[src/rtl/dma_end_pkg.sv]
package dma_end_pkg;
  typedef enum logic [1:0] {
    MODE_NORMAL  = 2'd0,
    MODE_REPEAT  = 2'd1,
    MODE_BLOCK   = 2'd2,
    MODE_CLUSTER = 2'd3
  } xfer_mode_e;

  localparam int unsigned ACC_W = 2;
endpackage

[src/rtl/dma_unit_sizer.sv]
module dma_unit_sizer
  import dma_end_pkg::*;
#(
  parameter int unsigned CNT_W = 16
) (
  input  logic [CNT_W-1:0] count_i,
  input  logic [1:0]       mode_i,
  input  logic [ACC_W-1:0] acc_size_i,
  input  logic [CNT_W-1:0] unit_len_i,
  output logic [CNT_W-1:0] size_o,
  output logic             short_o
);
  logic [CNT_W-1:0] acc_bytes;
  logic [CNT_W-1:0] acc_mask;
  logic             below_acc;
  logic             below_unit;
  logic             grouped;

  always_comb begin
    unique case (acc_size_i)
      2'd0:    acc_bytes = CNT_W'(1);
      2'd1:    acc_bytes = CNT_W'(2);
      default: acc_bytes = CNT_W'(4);
    endcase
  end

  assign acc_mask   = ~(acc_bytes - CNT_W'(1));
  assign below_acc  = count_i < acc_bytes;
  assign below_unit = count_i < unit_len_i;
  assign grouped    = (mode_i == MODE_BLOCK) || (mode_i == MODE_CLUSTER);

  always_comb begin
    if (!grouped) begin
      size_o = below_acc ? CNT_W'(1) : acc_bytes;
    end else if (!below_unit) begin
      size_o = unit_len_i;
    end else if (!below_acc) begin
      size_o = count_i & acc_mask;
    end else begin
      size_o = CNT_W'(1);
    end
  end

  // residual shorter than the unit a request expects
  assign short_o = grouped ? below_unit : below_acc;
endmodule

[src/rtl/dma_byte_counter.sv]
module dma_byte_counter #(
  parameter int unsigned CNT_W = 16
) (
  input  logic             clk_i,
  input  logic             rst_ni,
  input  logic             load_i,
  input  logic [CNT_W-1:0] load_val_i,
  input  logic             dec_i,
  input  logic [CNT_W-1:0] dec_val_i,
  output logic [CNT_W-1:0] count_o,
  output logic             last_o
);
  always_ff @(posedge clk_i or negedge rst_ni) begin
    if (!rst_ni) begin
      count_o <= '0;
    end else if (load_i) begin
      count_o <= load_val_i;
    end else if (dec_i) begin
      count_o <= count_o - dec_val_i;
    end
  end

  assign last_o = (count_o == dec_val_i);
endmodule

[src/rtl/dma_chan_status.sv]
module dma_chan_status (
  input  logic clk_i,
  input  logic rst_ni,
  input  logic cfg_we_i,
  input  logic cfg_en_i,
  input  logic cfg_nz_i,
  input  logic xfer_i,
  input  logic last_i,
  input  logic err_hit_i,
  input  logic done_clr_i,
  input  logic err_clr_i,
  output logic en_o,
  output logic act_o,
  output logic done_flag_o,
  output logic err_flag_o
);
  logic fin;
  assign fin = xfer_i && last_i;

  always_ff @(posedge clk_i or negedge rst_ni) begin
    if (!rst_ni) begin
      en_o  <= 1'b0;
      act_o <= 1'b0;
    end else if (cfg_we_i) begin
      en_o  <= cfg_en_i;
      act_o <= cfg_en_i && cfg_nz_i;
    end else if (fin || err_hit_i) begin
      en_o  <= 1'b0;
      act_o <= 1'b0;
    end
  end

  // set wins over a simultaneous clear
  always_ff @(posedge clk_i or negedge rst_ni) begin
    if (!rst_ni) begin
      done_flag_o <= 1'b0;
      err_flag_o  <= 1'b0;
    end else begin
      if (fin)             done_flag_o <= 1'b1;
      else if (done_clr_i) done_flag_o <= 1'b0;
      if (err_hit_i)       err_flag_o  <= 1'b1;
      else if (err_clr_i)  err_flag_o  <= 1'b0;
    end
  end
endmodule

[src/rtl/dma_end_ctrl.sv]
module dma_end_ctrl
  import dma_end_pkg::*;
#(
  parameter int unsigned CNT_W = 16
) (
  input  logic             clk_i,
  input  logic             rst_ni,
  input  logic             cfg_we_i,
  input  logic             cfg_en_i,
  input  logic [CNT_W-1:0] cfg_count_i,
  input  logic [1:0]       mode_i,
  input  logic [1:0]       acc_size_i,
  input  logic [CNT_W-1:0] unit_len_i,
  input  logic             err_chk_i,
  input  logic             done_ie_i,
  input  logic             err_ie_i,
  input  logic             done_clr_i,
  input  logic             err_clr_i,
  input  logic             req_i,
  output logic             xfer_o,
  output logic [CNT_W-1:0] xfer_size_o,
  output logic [CNT_W-1:0] count_o,
  output logic             en_o,
  output logic             act_o,
  output logic             done_flag_o,
  output logic             err_flag_o,
  output logic             done_irq_o,
  output logic             err_irq_o
);
  logic short_res;
  logic last_unit;
  logic err_hit;
  logic live_req;

  dma_unit_sizer #(.CNT_W(CNT_W)) u_sizer (
    .count_i    (count_o),
    .mode_i     (mode_i),
    .acc_size_i (acc_size_i),
    .unit_len_i (unit_len_i),
    .size_o     (xfer_size_o),
    .short_o    (short_res)
  );

  assign live_req = req_i && act_o && !cfg_we_i;
  assign err_hit  = live_req && err_chk_i && short_res;
  assign xfer_o   = live_req && !err_hit;

  dma_byte_counter #(.CNT_W(CNT_W)) u_counter (
    .clk_i      (clk_i),
    .rst_ni     (rst_ni),
    .load_i     (cfg_we_i),
    .load_val_i (cfg_count_i),
    .dec_i      (xfer_o),
    .dec_val_i  (xfer_size_o),
    .count_o    (count_o),
    .last_o     (last_unit)
  );

  dma_chan_status u_status (
    .clk_i       (clk_i),
    .rst_ni      (rst_ni),
    .cfg_we_i    (cfg_we_i),
    .cfg_en_i    (cfg_en_i),
    .cfg_nz_i    (|cfg_count_i),
    .xfer_i      (xfer_o),
    .last_i      (last_unit),
    .err_hit_i   (err_hit),
    .done_clr_i  (done_clr_i),
    .err_clr_i   (err_clr_i),
    .en_o        (en_o),
    .act_o       (act_o),
    .done_flag_o (done_flag_o),
    .err_flag_o  (err_flag_o)
  );

  assign done_irq_o = done_flag_o && done_ie_i;
  assign err_irq_o  = err_flag_o && err_ie_i;
endmodule


[config.mk]
export PLATFORM = sky130hd
export DESIGN_NAME = dma_end_ctrl
export DESIGN_NICKNAME = d
export VERILOG_FILES = /design/src/rtl/dma_end_pkg.sv /design/src/rtl/dma_unit_sizer.sv /design/src/rtl/dma_byte_counter.sv /design/src/rtl/dma_chan_status.sv /design/src/rtl/dma_end_ctrl.sv
export SDC_FILE = /design/constraint.sdc
export NUM_CORES = 1
export LEC_CHECK = 0
export ABC_CLOCK_PERIOD_IN_PS = 10000
export BUFFER_PORTS_ARGS = -buffer_cell sky130_fd_sc_hd__buf_2
export CORE_MARGIN = 10
export CORE_UTILIZATION = 29
export CTS_BUF_LIST = sky130_fd_sc_hd__clkbuf_8 sky130_fd_sc_hd__clkbuf_16
export CTS_CLUSTER_SIZE = 30
export DETAILED_ROUTE_END_ITERATION = 7
export GPL_TIMING_DRIVEN = 0
export PLACE_DENSITY_LB_ADDON = 0.15
export SLEW_MARGIN = 20
export SYNTH_ARGS = -nofsm -noshare
export SYNTH_HDL_FRONTEND = slang
export SYNTH_HIERARCHICAL = 1
export SYNTH_SLANG_ARGS = --single-unit
export TNS_END_PERCENT = 50
[constraint.sdc]
create_clock -name clk_i -period 10 [get_ports clk_i]
set_input_delay 0 -clock clk_i [delete_from_list [all_inputs] [get_ports clk_i]]
set_output_delay 0 -clock clk_i [all_outputs]
set_load 0.02 [all_outputs]
==> impl_metrics.csv <==
group,metric,value,unit
power,powerDensity,143.5,nW/µm²
place,pre_cts_ws,5.777,ns
die,start_util,29.48,%
grt,grt_usage,13.99,%
detailed_routing,ant_nets,0,
finish,fin_nets,523,
run_status,run_status,"complete, no violations",
logic_synthesis,ys_ff_latch,20,
timing,hold_viol_final,0,
finish,final_cell_mix,"buf_2, nand2_1, inv_1, ha_1, o21ai_0",
min_path,hold_path.class,"input port to flop",
logic_synthesis,synth_edf_count,0,
setup_path,regToRegSetupSlack,5.82,ns
finish,final_common_cell,"buf_2",
place,post-dp-hpwl,7805,µm
min_path,min-delay-start,"err_clr_i",
detailed_routing,drcViolationCount,0,
timing,fin_crit,4.179,ns
grt,grt_start_max_net_pins,21,
timing,max_slew_margin,49.21,%
timing,finalClockSkew,0.004228,ns
setup_path,rr_worst_depth,16,
clocking,cts.repair.resized,0,
die,die_w,116.2,µm
clocking,clock_sinks,20,
detailed_routing,via_per_inst,5.004,
setup_path,setup.worst_path.end_class,"flop",
logic_synthesis,yosysWarnings,6,
run,cap_violations,0,
place,dp_cells,537,
setup_path,cp_slowest_cell,"nor4_1",
logic_synthesis,synth.distinct_cells,54,
finish,syn_to_final_growth,27.17,%
detailed_routing,dr.pass1.iters,4,
grt,grt_overflow,0,
setup_path,critPathMaxStageDelay,0.56,ns
finish,antenna_cells,0,
clocking,cts_tree,"yes",
grt,antenna_found_initial,0,
die,die_y,116.2,µm
logic_synthesis,synthCells,343,
setup_path,worstPathRequired,10.15,ns
clocking,cts.clk_slew.worst_paths,0.08,ns
timing,maxSlewViolCount,0,
power,p_leak,1.715,nW
setup_path,worstPathMaxFanout,10,
grt,grt_pass1_wl,15270,µm
clocking,cts_inserted_buffers,3,
logic_synthesis,synth_fp_nets,423,
clocking,clockRootBuffer,"clkbuf_8",
grt,grt_pass1_vias,2999,
clocking,clk_latency,0.25,ns
setup_path,start_kind,"flop",
finish,seqCellArea,500.5,µm²
finish,layout-drive-gt1-share,24.43,%
die,die_area,13510,µm²
finish,instances_no_fill,553,
clocking,ctsLongestPathBuffers,2,
timing,setup_tns,0,ns
timing,setup_viol,0,
power,ir_drop,0.00006890,V
logic_synthesis,ys_dominant_reg_cell,"dfrtp_1",
place,port_buffers,83,
place,place.gp.congestion,0.7880,
logic_synthesis,async_reset_ff_share,100.0,%
timing,post-route-period-util,41.79,%
setup_path,r2r-start,"u_counter/count_o[6]",
setup_path,cp.arrival,4.33,ns
detailed_routing,wl_per_cell,16.60,µm
min_path,min_path_cells,3,
logic_synthesis,seq_area_frac_synth,18.64,%
setup_path,criticalPathCategory,"flop to flop",
die,coreArea,9109,µm²
die,num_io_pins,85,
logic_synthesis,syn_area,2685,µm²
finish,fillerInstances,997,
detailed_routing,wl,9181,µm
finish,multi_input_area,1966,µm²
timing,rsz0062_at_grt,"false",
min_path,min_to,"u_status/err_flag_o",
die,row_count,35,
detailed_routing,vias,2767,
timing,fmax,239.3,MHz
timing,worst_pin_slew,0.7618,ns
logic_synthesis,syn_area_per_cell,7.828,µm²
timing,fin_ws,5.821,ns
detailed_routing,drtIter0Drc,97,
setup_path,crit_chain,"ha_1, a21o_1, a211oi_1, o21a_1, o21a_1, buf_6, buf_12, mux2i_1, inv_1, ha_1, nand2_1, nor2_1, nand4_1, nor4_1, a21oi_1, a32o_1",
setup_path,rr_endpoint,"u_status/act_o",
clocking,clock_tree.htree_level_count,1,
-- routing by layer --
layer | part of all wire, % | vias to the layer above | GRT usage, %
met5 | 0 | - | 0
met4 | 0.38 | 0 | 2.419
met3 | 4.2 | 2 | 2.311
met2 | 48 | 56 | 23.91
met1 | 47 | 1284 | 18.20
li1 | - | 1425 | -
-- worst max-delay path: cells and delay by family, from the launching register on --
kind / cells / cell delay (ns)
fa+ha+maj: 2 / 0.71
buf+inv: 3 / 0.38
flops: 1 / 0.47
mux: 1 / 0.27
simple gates: 4 / 0.99
compound gates: 6 / 1.24
-- power by group --
group / internal, mW / total (mW) / switching [mW]
Clock: 0.0350 / 0.0614 / 0.0264
Sequential: 0.0900 / 0.109 / 0.0193
Combinational: 0.135 / 0.319 / 0.184
-- registers in the layout, summed over array words and instances, names as in the netlist --
signal	flops
u_counter/count_o	16
u_status/done_flag_o	1
u_status/en_o	1
u_status/err_flag_o	1
u_status/act_o	1
-- stage by stage --
stage	power [mW]	hold WS [ns]	utilization, %	area, µm²
final	0.4898	0.002956	37.49	3415
after global routing	0.5366	0.01274	37.49	3415
after CTS	0.4937	0.002129	37.49	3415
after detailed placement	0.4256	-0.01280	35.56	3239
after global placement	0.4242	-0.01766	35.56	3239
after floorplan	0.3343	-0.2956	-	2685
-- layout make-up --
cell class	instances	area share, %
multi-input cells	273	57.57
repair buffers	95	15.68
flip-flops and latches	20	14.66
inverters	38	4.177
well taps	111	4.067
plain buffers	12	2.235
clock buffers	4	1.612
-- worst max path at each step --
stage | startpoint | endpoint
finish | u_counter/count_o[6] | u_status/act_o
global route | u_counter/count_o[6] | u_status/act_o
CTS | u_counter/count_o[6] | u_status/act_o
detailed placement | u_counter/count_o[6] | u_status/act_o
global placement | u_counter/count_o[6] | u_status/act_o
floorplan | u_counter/count_o[6] | u_counter/count_o[15]
-- kinds of logic (layout without fill, tap and decap cells) --
logic type | after synthesis | after routing | share of synthesized area [%]
AO/OA/AOI/OAI | 93 | 93 | 23.86
buffers and inverters | 50 | 149 | 8.155
XOR/XNOR | 12 | 12 | 3.914
multiplexers | 24 | 24 | 9.087
AND/OR/NAND/NOR | 110 | 110 | 20.22
adder cells (fa/ha/maj) | 34 | 34 | 16.12
flip-flops | 20 | 20 | 18.64
-- synth_stat cells (7+ instances only) --
library cell / number / area share, %
a21oi_1: 21 / 3.9
a22oi_1: 8 / 2.2
clkbuf_1: 7 / 0.98
dfrtp_1: 20 / 19
ha_1: 33 / 15
inv_1: 38 / 5.3
mux2i_1: 21 / 7.8
nand2_1: 49 / 6.9
nand2b_1: 8 / 1.9
nor2_1: 17 / 2.4
nor4_1: 8 / 1.9
o21ai_0: 25 / 4.7
xnor2_1: 8 / 2.6
-- timing repair --
action                     4_1_cts  5_1_grt
hold endpoints to repair        31        0
hold buffers                    12        0
setup buffers                    0        0
setup endpoints to repair        0        0
Power figures use the tool's default switching activity.
